==> config.mk <==
export PLATFORM = sky130hd
export DESIGN_NAME = ps2_port_regs
export DESIGN_NICKNAME = d
export VERILOG_FILES = /design/src/rtl/ps2_port_pkg.sv /design/src/rtl/ps2_port_ctrl.sv /design/src/rtl/ps2_port_dp.sv /design/src/rtl/ps2_port_regs.sv
export SDC_FILE = /design/constraint.sdc
export NUM_CORES = 1
export LEC_CHECK = 0
export ABC_AREA = 1
export CAP_MARGIN = 30
export CORE_MARGIN = 3
export CORE_UTILIZATION = 55
export CTS_CLUSTER_DIAMETER = 100
export DETAILED_ROUTE_END_ITERATION = 6
export PLACE_DENSITY = 0.95
export SLEW_MARGIN = 25
export SYNTH_ARGS = -nofsm -noshare
export SYNTH_HDL_FRONTEND = slang
export SYNTH_SLANG_ARGS = --single-unit
==> constraint.sdc <==
create_clock -name clk -period 2.5 [get_ports clk]
set_clock_uncertainty 0.05 [all_clocks]
set_input_delay 0.5 -clock clk [delete_from_list [all_inputs] [get_ports clk]]
set_output_delay 0.5 -clock clk [all_outputs]
set_load 0.02 [all_outputs]
==> src/rtl/ps2_port_pkg.sv <==
package ps2_port_pkg;

  localparam int CTRL_FORCE_BIT = 3;
  localparam int CTRL_RXIE_BIT  = 4;

  localparam logic [9:0] WORD_CTRL = 10'd0;
  localparam logic [9:0] WORD_STAT = 10'd1;
  localparam logic [9:0] WORD_DATA = 10'd2;
  localparam logic [9:0] WORD_DIV  = 10'd3;
  localparam logic [9:0] WORD_IID  = 10'd4;

  typedef enum logic [2:0] {
    SEL_NONE,
    SEL_CTRL,
    SEL_STAT,
    SEL_DATA,
    SEL_DIV,
    SEL_IID,
    SEL_ID
  } rdSel_e;

  typedef struct packed {
    logic   wrCtrl;
    logic   wrDiv;
    logic   wrData;
    logic   rdEn;
    rdSel_e sel;
    logic [2:0] idIdx;
  } regStrobe_t;

  function automatic logic [7:0] idByte(input logic [2:0] idx);
    case (idx)
      3'd0:    return 8'h50;
      3'd1:    return 8'h10;
      3'd2:    return 8'h04;
      3'd3:    return 8'h00;
      3'd4:    return 8'h0D;
      3'd5:    return 8'hF0;
      3'd6:    return 8'h05;
      default: return 8'hB1;
    endcase
  endfunction

endpackage

==> src/rtl/ps2_port_ctrl.sv <==
module ps2_port_ctrl
  import ps2_port_pkg::*;
#(
  parameter int ADDR_W = 12
) (
  input  logic [ADDR_W-1:0] busAddr,
  input  logic              busWr,
  input  logic              busRd,
  output regStrobe_t        stb
);
  localparam int WORD_W = ADDR_W - 2;

  logic [WORD_W-1:0] wordIdx;
  logic [1:0]        unusedAddrBits;
  logic              inIdBank;

  assign wordIdx        = busAddr[ADDR_W-1:2];
  assign unusedAddrBits = busAddr[1:0];
  // The identification bank fills the top eight words of the window.
  assign inIdBank       = &wordIdx[WORD_W-1:3];

  always_comb begin
    stb        = '0;
    stb.sel    = SEL_NONE;
    stb.idIdx  = wordIdx[2:0];
    stb.rdEn   = busRd;
    if (busWr) begin
      stb.wrCtrl = (wordIdx == WORD_W'(WORD_CTRL));
      stb.wrDiv  = (wordIdx == WORD_W'(WORD_DIV));
      stb.wrData = (wordIdx == WORD_W'(WORD_DATA));
    end
    if (inIdBank) begin
      stb.sel = SEL_ID;
    end else begin
      case (wordIdx)
        WORD_W'(WORD_CTRL): stb.sel = SEL_CTRL;
        WORD_W'(WORD_STAT): stb.sel = SEL_STAT;
        WORD_W'(WORD_DATA): stb.sel = SEL_DATA;
        WORD_W'(WORD_DIV):  stb.sel = SEL_DIV;
        WORD_W'(WORD_IID):  stb.sel = SEL_IID;
        default:            stb.sel = SEL_NONE;
      endcase
    end
  end

endmodule

==> src/rtl/ps2_port_dp.sv <==
module ps2_port_dp
  import ps2_port_pkg::*;
#(
  parameter int DATA_W = 32
) (
  input  logic              clk,
  input  logic              rstN,
  input  regStrobe_t        stb,
  input  logic [DATA_W-1:0] busWdata,
  output logic [DATA_W-1:0] busRdata,
  input  logic              rxValid,
  input  logic [7:0]        rxByte,
  output logic              rxReady,
  input  logic              rxBusy,
  output logic              txValid,
  output logic [7:0]        txByte,
  input  logic              txBusy,
  input  logic              lineClk,
  input  logic              lineData,
  output logic              irq
);
  localparam int PAD_W = DATA_W - 8;

  logic [DATA_W-1:0] ctrlReg;
  logic [DATA_W-1:0] divReg;
  logic [7:0]        lastReg;
  logic [7:0]        holdReg;
  logic              pending;
  logic [DATA_W-1:0] rdataReg;
  logic              txValidReg;
  logic [7:0]        txByteReg;
  logic [DATA_W-1:0] rdNext;
  logic              popRx;
  logic              takeRx;
  logic [6:0]        statBits;

  assign rxReady = ~pending;
  assign popRx   = stb.rdEn && (stb.sel == SEL_DATA) && pending;
  assign takeRx  = rxValid && ~pending;

  assign statBits = {~txBusy, txBusy, pending, rxBusy, ^lastReg, lineClk, lineData};

  always_comb begin
    case (stb.sel)
      SEL_CTRL: rdNext = ctrlReg;
      SEL_STAT: rdNext = {{(DATA_W-7){1'b0}}, statBits};
      SEL_DATA: rdNext = {{PAD_W{1'b0}}, (pending ? holdReg : lastReg)};
      SEL_DIV:  rdNext = divReg;
      SEL_IID:  rdNext = {{(DATA_W-2){1'b0}}, 1'b1, pending};
      SEL_ID:   rdNext = {{PAD_W{1'b0}}, idByte(stb.idIdx)};
      default:  rdNext = '0;
    endcase
  end

  always_ff @(posedge clk) begin
    if (!rstN) begin
      ctrlReg    <= '0;
      divReg     <= '0;
      lastReg    <= '0;
      holdReg    <= '0;
      pending    <= 1'b0;
      rdataReg   <= '0;
      txValidReg <= 1'b0;
      txByteReg  <= '0;
    end else begin
      if (stb.wrCtrl) ctrlReg <= busWdata;
      if (stb.wrDiv)  divReg  <= busWdata;
      txValidReg <= stb.wrData;
      if (stb.wrData) txByteReg <= busWdata[7:0];
      if (popRx) begin
        lastReg <= holdReg;
        pending <= 1'b0;
      end else if (takeRx) begin
        holdReg <= rxByte;
        pending <= 1'b1;
      end
      if (stb.rdEn) rdataReg <= rdNext;
    end
  end

  assign busRdata = rdataReg;
  assign txValid  = txValidReg;
  assign txByte   = txByteReg;
  assign irq      = (pending & ctrlReg[CTRL_RXIE_BIT]) | ctrlReg[CTRL_FORCE_BIT];

  // a held byte is never overwritten by a new offer
  a_r5_hold_stable: assert property (@(posedge clk) disable iff (!rstN)
    pending && !popRx |=> $stable(holdReg));

  // pending only rises after an offer from the receiver
  a_r5_rise_needs_offer: assert property (@(posedge clk) disable iff (!rstN)
    $rose(pending) |-> $past(rxValid));

  // a pop moves the held byte into the last-byte register
  a_r6_pop_moves_byte: assert property (@(posedge clk) disable iff (!rstN)
    popRx |=> !pending && (lastReg == $past(holdReg)));

  // read data holds while no read is issued
  a_r12_rdata_hold: assert property (@(posedge clk) disable iff (!rstN)
    !stb.rdEn |=> $stable(rdataReg));

endmodule

==> src/rtl/ps2_port_regs.sv <==
module ps2_port_regs
  import ps2_port_pkg::*;
#(
  parameter int ADDR_W = 12,
  parameter int DATA_W = 32
) (
  input  logic              clk,
  input  logic              rstN,
  input  logic [ADDR_W-1:0] busAddr,
  input  logic              busWr,
  input  logic              busRd,
  input  logic [DATA_W-1:0] busWdata,
  output logic [DATA_W-1:0] busRdata,
  input  logic              rxValid,
  input  logic [7:0]        rxByte,
  output logic              rxReady,
  input  logic              rxBusy,
  output logic              txValid,
  output logic [7:0]        txByte,
  input  logic              txBusy,
  input  logic              lineClk,
  input  logic              lineData,
  output logic              irq
);
  localparam int WORD_W = ADDR_W - 2;
  localparam logic [ADDR_W-1:0] ID_FIRST = ADDR_W'((1 << ADDR_W) - 32);

  regStrobe_t stb;

  ps2_port_ctrl #(.ADDR_W(ADDR_W)) uCtrl (
    .busAddr (busAddr),
    .busWr   (busWr),
    .busRd   (busRd),
    .stb     (stb)
  );

  ps2_port_dp #(.DATA_W(DATA_W)) uDp (
    .clk      (clk),
    .rstN     (rstN),
    .stb      (stb),
    .busWdata (busWdata),
    .busRdata (busRdata),
    .rxValid  (rxValid),
    .rxByte   (rxByte),
    .rxReady  (rxReady),
    .rxBusy   (rxBusy),
    .txValid  (txValid),
    .txByte   (txByte),
    .txBusy   (txBusy),
    .lineClk  (lineClk),
    .lineData (lineData),
    .irq      (irq)
  );

  // setting the force bit raises the interrupt on the next cycle
  a_r7_force_irq: assert property (@(posedge clk) disable iff (!rstN)
    busWr && (busAddr[ADDR_W-1:2] == WORD_W'(WORD_CTRL)) && busWdata[CTRL_FORCE_BIT] |=> irq);

  // a data write emits its low byte on the next cycle
  a_r9_tx_forward: assert property (@(posedge clk) disable iff (!rstN)
    busWr && (busAddr[ADDR_W-1:2] == WORD_W'(WORD_DATA)) |=> txValid && (txByte == $past(busWdata[7:0])));

  // first identification word
  a_r10_id_first: assert property (@(posedge clk) disable iff (!rstN)
    busRd && (busAddr == ID_FIRST) |=> busRdata == DATA_W'(8'h50));

  // the word after interrupt identification is unmapped
  a_r11_undef_zero: assert property (@(posedge clk) disable iff (!rstN)
    busRd && (busAddr[ADDR_W-1:2] == WORD_W'(5)) |=> busRdata == '0);

endmodule

## Yosys cells after proc, flatten, opt, wreduce, memory -nomap -nowiden

Cells that the tools add are included.

| word-level totals | value |
|---|---|
| bits in registers | 122 |
| word-level logic and storage cells | 45 |
| input bits | 61 |
| output and inout port bits | 43 |

| cells by class | value |
|---|---|
| reductions and logical operators | 9 |
| mux-type cells | 6 |
| bitwise gates (word level) | 6 |
| equal/unequal tests | 16 |

Operators with widths:

| cell | count |
|---|---|
| $pmux W32 S6 | 1 |
| $pmux W8 S7 | 1 |
| $eq A10 B2 Y1 const B | 2 |
| $eq A3 B3 Y1 const B | 6 |
| $pmux W3 S5 | 1 |
| $eq A3 B2 Y1 const B | 4 |
| $eq A10 B1 Y1 const B | 1 |
| $eq A10 B3 Y1 const B | 1 |
| $logic_not A10 Y1 | 1 |
| $mux W8 | 1 |
| $reduce_xor A8 Y1 | 1 |
| $reduce_and A7 Y1 | 1 |
| $eq A3 B1 Y1 const B | 2 |
| $mux W3 | 2 |
| $not A1 Y1 | 4 |
| $logic_and A1 B1 Y1 | 3 |
| $logic_not A3 Y1 | 1 |
| $reduce_and A2 Y1 | 1 |
| $reduce_or A2 Y1 | 1 |
| $and A1 B1 Y1 | 1 |
| $or A1 B1 Y1 | 1 |

## Depth between registers and ports, before layout

| depth | value |
|---|---|
| word-level depth | 8 |
| mapped depth | 12 |
| gate-level depth less buffers | 12 |

## By module

A second synthesis with hierarchy kept.

| second synthesis, totals | value |
|---|---|
| cell total of the unflattened synthesis | 749 |
| area total of the unflattened synthesis | 5293.8 um^2 |

Modules (own cells, without submodules):

| module | instances | area each (um^2) | cells each | sequential area each (um^2) |
|---|---|---|---|---|
| ps2_port_dp | 1 | 5082.4 | 708 | 2442.3 |
| ps2_port_ctrl | 1 | 211.5 | 41 | 0.0 |

## Worst setup path before layout

Ideal clock, no wire load.

| path | value |
|---|---|
| path type | input-to-reg |
| start | in busAddr[5] |
| end | reg uDp.ctrlReg[25] |
| data required time | 2.334 ns |
| path buffers | 2 |
| stages | 10 |
| setup time | 0.116 ns |
| arrival | 1.600 ns |
| slack | 0.734 ns |
| cell sequence | nor2_2 > inv_2 > nor3_4 > nand2_4 > nor2_8 > inv_2 > buf_6 > buf_6 > o21ai_1 > a21oi_1 |

| between the ends | value |
|---|---|
| longest elaborated chain between the ends | 2 |

Ends and longest elaborated chain:

| item | RTL line | source |
|---|---|---|
| start: declaration | ps2_port_regs.sv:9 | `input logic [ADDR_W-1:0] busAddr,` |
| $logic_not A10 Y1 | ps2_port_ctrl.sv:28 | `stb.wrCtrl = (wordIdx == WORD_W'(WORD_CTRL));` |
| $mux W3 | ps2_port_ctrl.sv:27 | `if (busWr) begin` |
| end signal: assignment | ps2_port_dp.sv:66 | `if (stb.wrCtrl) ctrlReg <= busWdata;` |
| end: declaration | ps2_port_dp.sv:24 | `logic [DATA_W-1:0] ctrlReg;` |

Every way passes these cells.
A chain may end at the register's enable or synchronous reset.

## Worst setup path in the final report

| path | value |
|---|---|
| start | reg uDp.pending |
| end | out irq |

| between the ends | value |
|---|---|
| longest elaborated chain between the ends | 2 |

Ends and longest elaborated chain:

| item | RTL line | source |
|---|---|---|
| start: declaration | ps2_port_dp.sv:28 | `logic pending;` |
| start signal: assignment | ps2_port_dp.sv:61 | `pending <= 1'b0;` |
| start signal: assignment | ps2_port_dp.sv:72 | `pending <= 1'b0;` |
| start signal: assignment | ps2_port_dp.sv:75 | `pending <= 1'b1;` |
| $and A1 B1 Y1 | ps2_port_dp.sv:84 | `assign irq = (pending & ctrlReg[CTRL_RXIE_BIT]) \| ctrlReg[CTRL_FORCE_BIT];` |
| $or A1 B1 Y1 | ps2_port_dp.sv:84 |  |
| end: declaration | ps2_port_regs.sv:23 | `output logic irq` |

Every way passes these cells.

==> flow_summary.rst <==
.. list-table::
   :header-rows: 1

   * - Metric
     - Value
   * - Result of the run
     - completed
   * - Share of flip-flops with an asynchronous set or reset
     - 0
   * - Post-synthesis register bit count
     - 122
   * - Fraction of the cycle the final worst path needs
     - 0.9237
   * - Instance count of the mapped netlist
     - 727
   * - Post-CTS repair timing setup buffer count
     - 0
   * - Die ar.
     - 10740 sq um
   * - Number of violations reported at the end of detailed-routing iteration 0
     - 651
   * - Beginning of the critical path
     - uDp.pending
   * - Detailed placement HPWL
     - 10310 microns
   * - Setup CP Type
     - reg2out
   * - Cts bufs inserted
     - 17
   * - Fraction of layout instances using a drive strength above 1
     - 0.09467
   * - Most repeated cell in the gate-level netlist after synthesis
     - nand2_1
   * - Top routing layer in use
     - met4
   * - Placeable core region
     - 8976 sq um
   * - Synth area leaders
     - dfxtp_1 47%, a21oi_1 10%, nand2_1 10%, o21ai_0 8.3%, inv_1 6.6%
   * - Final global-route overflow total
     - 0
   * - FF/Latch Area
     - 2444 sq um
   * - Number of enable flip-flop cells after synthesis
     - 0
   * - Total Wirelength
     - 16280 microns
   * - Number of nets with antenna violations after detailed routing
     - 0
   * - Number of setup violations in the final report
     - 0
   * - Clock-pin slew on the worst setup and hold paths
     - 60 ps
   * - Arrival time of data at the critical path endpoint
     - 1760 ps
   * - Max-slew violations
     - 0
   * - Proportion of netlist area held by the largest area contributor
     - 0.4660
   * - Initial standard-cell utilization of the core
     - 0.5839
   * - Final min period
     - 2309 ps
   * - Area used by multi-input combinational logic
     - 2246 sq um
   * - Average cell area after synthesis
     - 7.209 sq um
   * - Power density over the cells
     - 697.4 nW/um^2
   * - Sum of internal, switching and leakage power
     - 4.952 mW
   * - Post-DR vias/cell
     - 5.725
   * - Count of warnings emitted by yosys
     - 0
   * - Cell taking the most area after synthesis
     - dfxtp_1
   * - CP Max Fanout
     - 13
   * - Total routed wire length on the met1 layer
     - 6569 microns
   * - Total routing usage reported by global routing
     - 0.2988
   * - # port buffers
     - 101
   * - Top post-synthesis cells by count
     - 140 x nand2_1, 122 x dfxtp_1, 107 x a21oi_1, 92 x inv_1, 87 x o21ai_0
   * - Worst Setup End Kind
     - primary output
   * - TritonCTS clock tree
     - done
   * - Sink count of the clock tree
     - 122
   * - Maximum clock frequency
     - 433.1 MHz
   * - Hold bufs inserted after CTS
     - 0
   * - Number of nets at the end of the flow
     - 893
   * - Worst hold-check slack
     - 400.5 ps
   * - DR WL met3
     - 1503 microns
   * - Row Count
     - 34
   * - Total placed cells including tap cells
     - 938
   * - First-pass GRT wire length
     - 26450 microns
   * - Number of different library cells in the post-synthesis netlist
     - 30
   * - Worst supply voltage drop on vdd
     - 0.0006595 V
   * - Number of antenna diodes
     - 0
   * - Number of buffers on the longest clock path
     - 2
   * - Worst flop-to-flop path startpoint
     - uDp.pending
   * - Latest clock arrival within the worst-skew pair
     - 520 ps
   * - Top flip-flop cell by instance count after synthesis
     - dfxtp_1
   * - Final-report hold violation count
     - 0
   * - Max-cap violation count
     - 0
   * - Top-Level Pins
     - 104
   * - Area Overhead vs Synth
     - 35.47%
   * - Number of inserted filler cells in the final layout
     - 541
   * - Number of antenna violations at the first check in global routing
     - 0
   * - Max H-tree Level
     - 4
   * - Routed via count
     - 5559
   * - Average wire per standard cell
     - 16.76 microns
   * - Chip height
     - 103.6 microns
   * - RSZ-0062 raised after global routing
     - false
   * - Routability cong.
     - 0.8805
   * - Post-cts resize count
     - 0
   * - Sequential area share after synthesis
     - 0.4660
   * - Pin count of the biggest net entering global routing
     - 48
   * - Setup tns final
     - 0 ps
   * - Relative slew margins
     - 0.4983
   * - HP Class
     - reg2reg
   * - Met2 Routed Length
     - 7714 microns
   * - Hold_sp
     - uDp.divReg[1]
   * - Width of the die
     - 103.6 microns
   * - Number of global-route vias before repair
     - 5478
   * - Non-filler cells in the finished layout
     - 971
   * - Transition time at the pin with the least slew margin
     - 751.4 ps
   * - Cell at the root of the clock tree
     - clkbuf_8
   * - Mapped Nets
     - 788
   * - Number of iterations in the first detailed-routing pass
     - 6
   * - Type of origin of the critical path
     - flop
   * - Cell area after synthesis
     - 5241 sq um
   * - Required arrival time at the worst endpoint
     - 1950 ps
   * - DRC violations left
     - 0
   * - Lkg Pwr
     - 2.717 nW
cells by family (layout without fill, tap and decap cells):
kind of cell | Yosys count | after routing | synth area share
buffers and inverters | 138 | 256 | 0.1055
and+or+nand+nor | 235 | 235 | 0.1984
AOI/OAI and AO/OA | 232 | 232 | 0.2301
DFF | 122 | 122 | 0.4660
cells in the final DEF, fill, tap and decap left out, types with 16 or more instances in the layout:
master / netlist / routed
a21oi_1: 107 / 107
nor2_1: 42 / 42
nand3_1: 31 / 31
inv_1: 92 / 91
buf_4: 1 / 20
dfxtp_1: 122 / 121
clkbuf_16: 0 / 16
o21ai_0: 87 / 87
o22ai_1: 29 / 29
nand2_1: 140 / 140
clkdlybuf4s50_1: 0 / 100
through the flow:
stage	util	worst slack [ps]	area, sq um
CTS	0.7892	31.30	7084
global placement	0.7168	70.94	6434
finish	0.7911	190.9	7101
floorplan	-	734.0	5241
detailed placement	0.7168	-47.24	6434
global route	0.7911	152.9	7101
path summary, 6_finish.rpt:
kind / end / slack, ps / depth (start not counted)
min: uDp.divReg[1] / 400 / 2
min reg2reg: uDp.divReg[1] / 400 / 2
max: irq / 190 / 2
max reg2reg: uDp.busRdata[0] / 990 / 8
registers in the layout (all words and copies together) (netlist names):
register	count
uDp.busRdata	32
uDp.txByte	8
uDp.pending	1
uDp.holdReg	8
uDp.ctrlReg	32
uDp.divReg	32
uDp.txValid	1
uDp.lastReg	8
cell type report:
cell class | count | area share
Clock inverter | 14 | 0.03278
Clock buffer | 18 | 0.05885
Inverter | 99 | 0.05233
Multi-Input combinational cell | 467 | 0.3163
Timing Repair Buffer | 125 | 0.1734
Tap cell | 126 | 0.02220
Sequential cell | 122 | 0.3441
layer usage:
layer / global-route usage / vias up
li1: - / 2586
met1: 0.3800 / 2562
met2: 0.4958 / 344
met3: 0.06903 / 67
met4: 0.1130 / 0
met5: 0 / -
power by group:
part | total [mW] | switching (mW) | internal (mW)
clock | 2.71 | 0.957 | 1.75
combinational | 0.277 | 0.150 | 0.126
sequential | 1.97 | 0.0124 | 1.96
critical path: stages (launching register included):
cell             delay (ps)
dfxtp_2                 470
a21o_1                  150
clkdlybuf4s50_1         620
Note: power is estimated with default switching activity, not from simulation.
